--- src/rtl/shift_bit_unit.sv ---
module shift_bit_unit #(
  parameter int W = 8
) (
  input  logic         clk,
  input  logic         rst_n,
  input  logic [3:0]   op_i,
  input  logic [W-1:0] opnd_i,
  input  logic [2:0]   bsel_i,
  input  logic [7:0]   sreg_i,
  output logic [W-1:0] res_o,
  output logic [7:0]   sreg_o,
  output logic         wr_en_o
);
  localparam int FC = 0, FZ = 1, FN = 2, FV = 3, FS = 4, FT = 6;
  localparam int HALF = W / 2;

  logic [W-1:0] res_d;
  logic [7:0]   sreg_d;
  logic         we_d;
  logic         cout;
  logic         is_shift;

  always_comb begin
    res_d    = opnd_i;
    sreg_d   = sreg_i;
    we_d     = 1'b0;
    cout     = 1'b0;
    is_shift = 1'b0;
    unique case (op_i)
      4'd1: begin res_d = {opnd_i[W-2:0], 1'b0};          cout = opnd_i[W-1]; is_shift = 1'b1; end
      4'd2: begin res_d = {1'b0, opnd_i[W-1:1]};          cout = opnd_i[0];   is_shift = 1'b1; end
      4'd3: begin res_d = {opnd_i[W-2:0], sreg_i[FC]};    cout = opnd_i[W-1]; is_shift = 1'b1; end
      4'd4: begin res_d = {sreg_i[FC], opnd_i[W-1:1]};    cout = opnd_i[0];   is_shift = 1'b1; end
      4'd5: begin res_d = {opnd_i[W-1], opnd_i[W-1:1]};   cout = opnd_i[0];   is_shift = 1'b1; end
      4'd6: begin res_d = {opnd_i[HALF-1:0], opnd_i[W-1:HALF]}; we_d = 1'b1; end
      4'd7: sreg_d[FT] = opnd_i[bsel_i];
      4'd8: begin res_d[bsel_i] = sreg_i[FT]; we_d = 1'b1; end
      4'd9:  sreg_d[bsel_i] = 1'b1;
      4'd10: sreg_d[bsel_i] = 1'b0;
      default: ;
    endcase
    if (is_shift) begin
      we_d       = 1'b1;
      sreg_d[FC] = cout;
      sreg_d[FZ] = (res_d == '0);
      sreg_d[FN] = res_d[W-1];
      sreg_d[FV] = res_d[W-1] ^ cout;
      sreg_d[FS] = res_d[W-1] ^ (res_d[W-1] ^ cout);
    end
  end

  always_ff @(posedge clk or negedge rst_n) begin
    if (!rst_n) begin
      res_o   <= '0;
      sreg_o  <= '0;
      wr_en_o <= 1'b0;
    end else begin
      res_o   <= res_d;
      sreg_o  <= sreg_d;
      wr_en_o <= we_d;
    end
  end
endmodule


--- config.mk ---
export PLATFORM = sky130hd
export DESIGN_NAME = shift_bit_unit
export DESIGN_NICKNAME = d
export VERILOG_FILES = /design/src/rtl/shift_bit_unit.sv
export SDC_FILE = /design/constraint.sdc
export NUM_CORES = 1
export LEC_CHECK = 0
export CAP_MARGIN = 20
export CORE_ASPECT_RATIO = 0.5
export CORE_UTILIZATION = 30
export CTS_CLUSTER_SIZE = 30
export DETAILED_ROUTE_END_ITERATION = 12
export DONT_BUFFER_PORTS = 1
export GPL_TIMING_DRIVEN = 0
export HOLD_SLACK_MARGIN = 0.12
export PLACE_DENSITY = 0.5
export SKIP_LAST_GASP = 1
export SYNTH_ARGS = -nofsm -noshare
export SYNTH_HDL_FRONTEND = slang
export SYNTH_SLANG_ARGS = --single-unit
--- constraint.sdc ---
create_clock -name clk -period 0.8 [get_ports clk]
set_input_delay 0.16 -clock clk [delete_from_list [all_inputs] [get_ports clk]]
set_output_delay 0.16 -clock clk [all_outputs]
set_load 0.01 [all_outputs]
==> PnR_summary.wiki <==
{| class="wikitable"
! Metric !! Value
|-
| Core area || 4080 um^2
|-
| Overall Global Routing Usage || 0.187
|-
| Violated checks || setup timing
|-
| Count of final setup violators || 34
|-
| Htree depth || 1
|-
| Final Hold Fails || 0
|-
| Worst hold-check slack || 34.1 ps
|-
| Tightest Pin Transition || 719 ps
|-
| Share of total power in sequential cells || 0.429
|-
| Share of total power in the clock network || 0.258
|-
| Family with the most delay on the worst path || compound AO/OA/AOI/OAI gates
|-
| Met3 wire len || 377 um
|-
| Final GP Congestion || 0.860
|-
| Cell Pwr Density || 1270 nW/um^2
|-
| Predominant post-synthesis flop cell || dfrtp_1
|-
| Netlist area before placement || 1340 um^2
|-
| Type of element capturing the critical path || register
|-
| Final critical-path share of the clock period || 2.09
|-
| Fmax || 0.599 GHz
|-
| Startpoint Class || input port
|-
| Post-synthesis cell type count || 44
|-
| CTS Sinks || 17
|-
| Number of iterations in the first detailed-routing pass || 4
|-
| Count of boundary I/O pins || 42
|-
| Number of instances in the synthesized netlist || 155
|-
| Overall overflow remaining after global route || 0
|-
| Design internal power || 1.67 mW
|-
| Post-layout worst setup margin || -870 ps
|-
| VDD IR max || 0.459 mV
|-
| Share of flip-flops with an asynchronous set or reset after synthesis || 1.00
|-
| Leakage power total || 0.760 nW
|-
| Worst-case clock buffer depth || 2
|-
| Largest incremental delay on the critical path || 360 ps
|-
| Die height || 49.2 um
|-
| Combined area of the multi-input logic cells || 975 um^2
|-
| Starting density of the core || 0.328
|-
| # Max-Cap Violations || 0
|-
| Nets in the synthesized netlist || 180
|-
| DRC violation total after the first TritonRoute iteration || 119
|-
| DR WL/cell || 18.4 um
|-
| Number of nets with antenna violations after detailed routing || 0
|-
| Outcome || finished with violations
|-
| Critical path start-end classification || in2reg
|-
| Flops & latches, synth || 17
|-
| Top routing layer in use || met4
|-
| Worst-path cell chain || buf_12, a21o_1, a221oi_4, buf_4, nand2_1, a221o_1, or2_1, o41ai_2
|-
| Worst hold path type || in2async
|-
| Share of post-route cells with drive strength above 1 || 0.355
|-
| Filler Cells Inserted || 414
|-
| Number of global-route vias before repair || 1225
|-
| Critical path peak fanout || 6
|-
| Critical path required time || 930 ps
|-
| Global-route wire length before repair || 6.70 mm
|-
| Clock slew at the register clock pins of the worst setup and hold paths || 60 ps
|-
| Minimum period implied by the final worst setup slack || 1670 ps
|-
| Clock root buffer || clkbuf_8
|-
| Critical path arrival || 1800 ps
|-
| Net switching power || 0.721 mW
|-
| Site Rows || 16
|-
| Antenna violations before repair || 0
|-
| Number of buffers inserted during clock tree synthesis || 3
|-
| Total Routed Length || 4.37 mm
|-
| Average cell area after synthesis || 8.64 um^2
|-
| Worst slew margin relative to its limit || 0.521
|-
| Final number of max-transition violations || 0
|-
| Detailed-route via count || 1350
|-
| Beginning of the critical path || op_i[1]
|-
| Routed met2 length || 1.89 mm
|-
| Part of the Yosys area used for sequential elements || 0.318
|-
| Detailed placement HPWL || 3.12 mm
|-
| NumNets Final || 209
|-
| CTS tree || yes
|-
| Part of the power in combinational logic || 0.313
|-
| Chip width || 96.5 um
|-
| Sequential Area || 425 um^2
|-
| Master of the slowest instance on the critical path || a221oi_4
|-
| Met1 Routed Length || 2.09 mm
|-
| Maximum number of pins on one net before global-route repair || 18
|-
| Die outline area || 4750 um^2
|-
| Antenna cell count || 0
|-
| Unrepaired setup endpoints after global routing || yes
|-
| Post-synth EDFFs || 0
|-
| Fraction of power spent switching nets || 0.302
|-
| Number of buffers added on ports || 0
|-
| Buf/Inv on CP || 2
|-
| Total power || 2.39 mW
|-
| Layout area overhead || 40.4%
|-
| Ratio of routed vias to standard cells || 5.70
|-
| Drt drc || 0
|-
| Number of warnings reported in the yosys synthesis log || 0
|}
## cell usage in the layout, fill, tap and decap left out, types with 3 or more instances in the layout
master,n
dfrtp_1,17
nand2_1,15
buf_4,13
nor2_1,10
buf_6,8
o21ai_1,6
o21ai_0,6
dlygate4sd3_1,6
nor2b_1,5
a32oi_1,5
nand3_1,5
clkbuf_8,4
a21oi_2,4
mux2i_1,4
inv_1,3
o211ai_1,3
a21o_1,3
nand3b_1,3
nand2_2,3
a221o_1,3
o21ai_2,3
a22oi_1,3
## through the flow
step	TNS, ps	std cells	worst slack [ps]	instance area, um^2	util
after detailed placement	-11160	209	-1240	1500	0.367
after CTS	-9220	232	-860	1790	0.439
final	-6640	237	-870	1880	0.460
after floorplan	-7320	155	-890	1430	-
after global placement	-10790	209	-1190	1500	0.367
after global routing	-8020	237	-950	1880	0.460
## sequential cells by signal, summed over array words and instances (netlist names)
register / cells
wr_en_o: 1
res_o: 8
sreg_o: 8
## cells in the mapped netlist, drive strengths merged, types with 4 or more instances
cell type	n	area, um^2
nor2b	6	37.5
inv	4	15.0
mux2i	4	40.0
buf	7	50.1
dfrtp	17	425
nand2	19	71.3
o21ai	15	78.8
clkbuf	5	18.8
nand3	6	30.0
nor2	12	45.0
a32oi	5	43.8
a21oi	5	25.0
a21o	4	30.0
## power by group through the flow
stage                     combinational (mW)  clock, mW  sequential, mW
after floorplan                        0.443          0            1.03
after detailed placement               0.547          0            1.04
after CTS                              0.698      0.623            1.03
after global routing                   0.814      0.674            1.04
final                                  0.747      0.616            1.02
after global placement                 0.542          0            1.04
## repair_timing
action                                  4_1_cts  5_1_grt
endpoints found under the setup margin       34       51
endpoints found under the hold margin        25       20
hold buffers                                  5        2
pin swaps                                     8        7
gates resized for setup                      23       19
setup buffers                                14        6
## area by class of cell
type                            instances  share of cell area
Buffer                                 11              0.0646
Clock buffer                            4              0.0240
Inverter                                4             0.00799
Multi-Input combinational cell        122               0.519
Sequential cell                        17               0.226
Tap cell                               54              0.0360
Timing Repair Buffer                   25               0.123
## layer usage
metal	vias up	GRT usage
met5	-	0
met4	0	0.0368
met3	2	0.0202
met2	59	0.273
met1	650	0.292
li1	639	-
## kinds of logic (layout without fill, tap and decap cells)
family,count (synthesis),after routing,share of synthesized area
AND/OR/NAND/NOR,61,61,0.241
AO/OA/AOI/OAI,56,56,0.332
flip-flops,17,17,0.318
buffers and inverters,16,44,0.0626
multiplexers,5,5,0.0467
## path summary, 6_finish.rpt
path / to / cells past startpoint / slack, ps
min in group clk: res_o[2] / 2 / 70
worst max-delay path: sreg_o[1] / 8 / -870
worst min-delay path: sreg_o[5] / 1 / 30
max in group asynchronous: sreg_o[0] / 1 / 310
No activity file was read; power rests on OpenSTA's default activity.
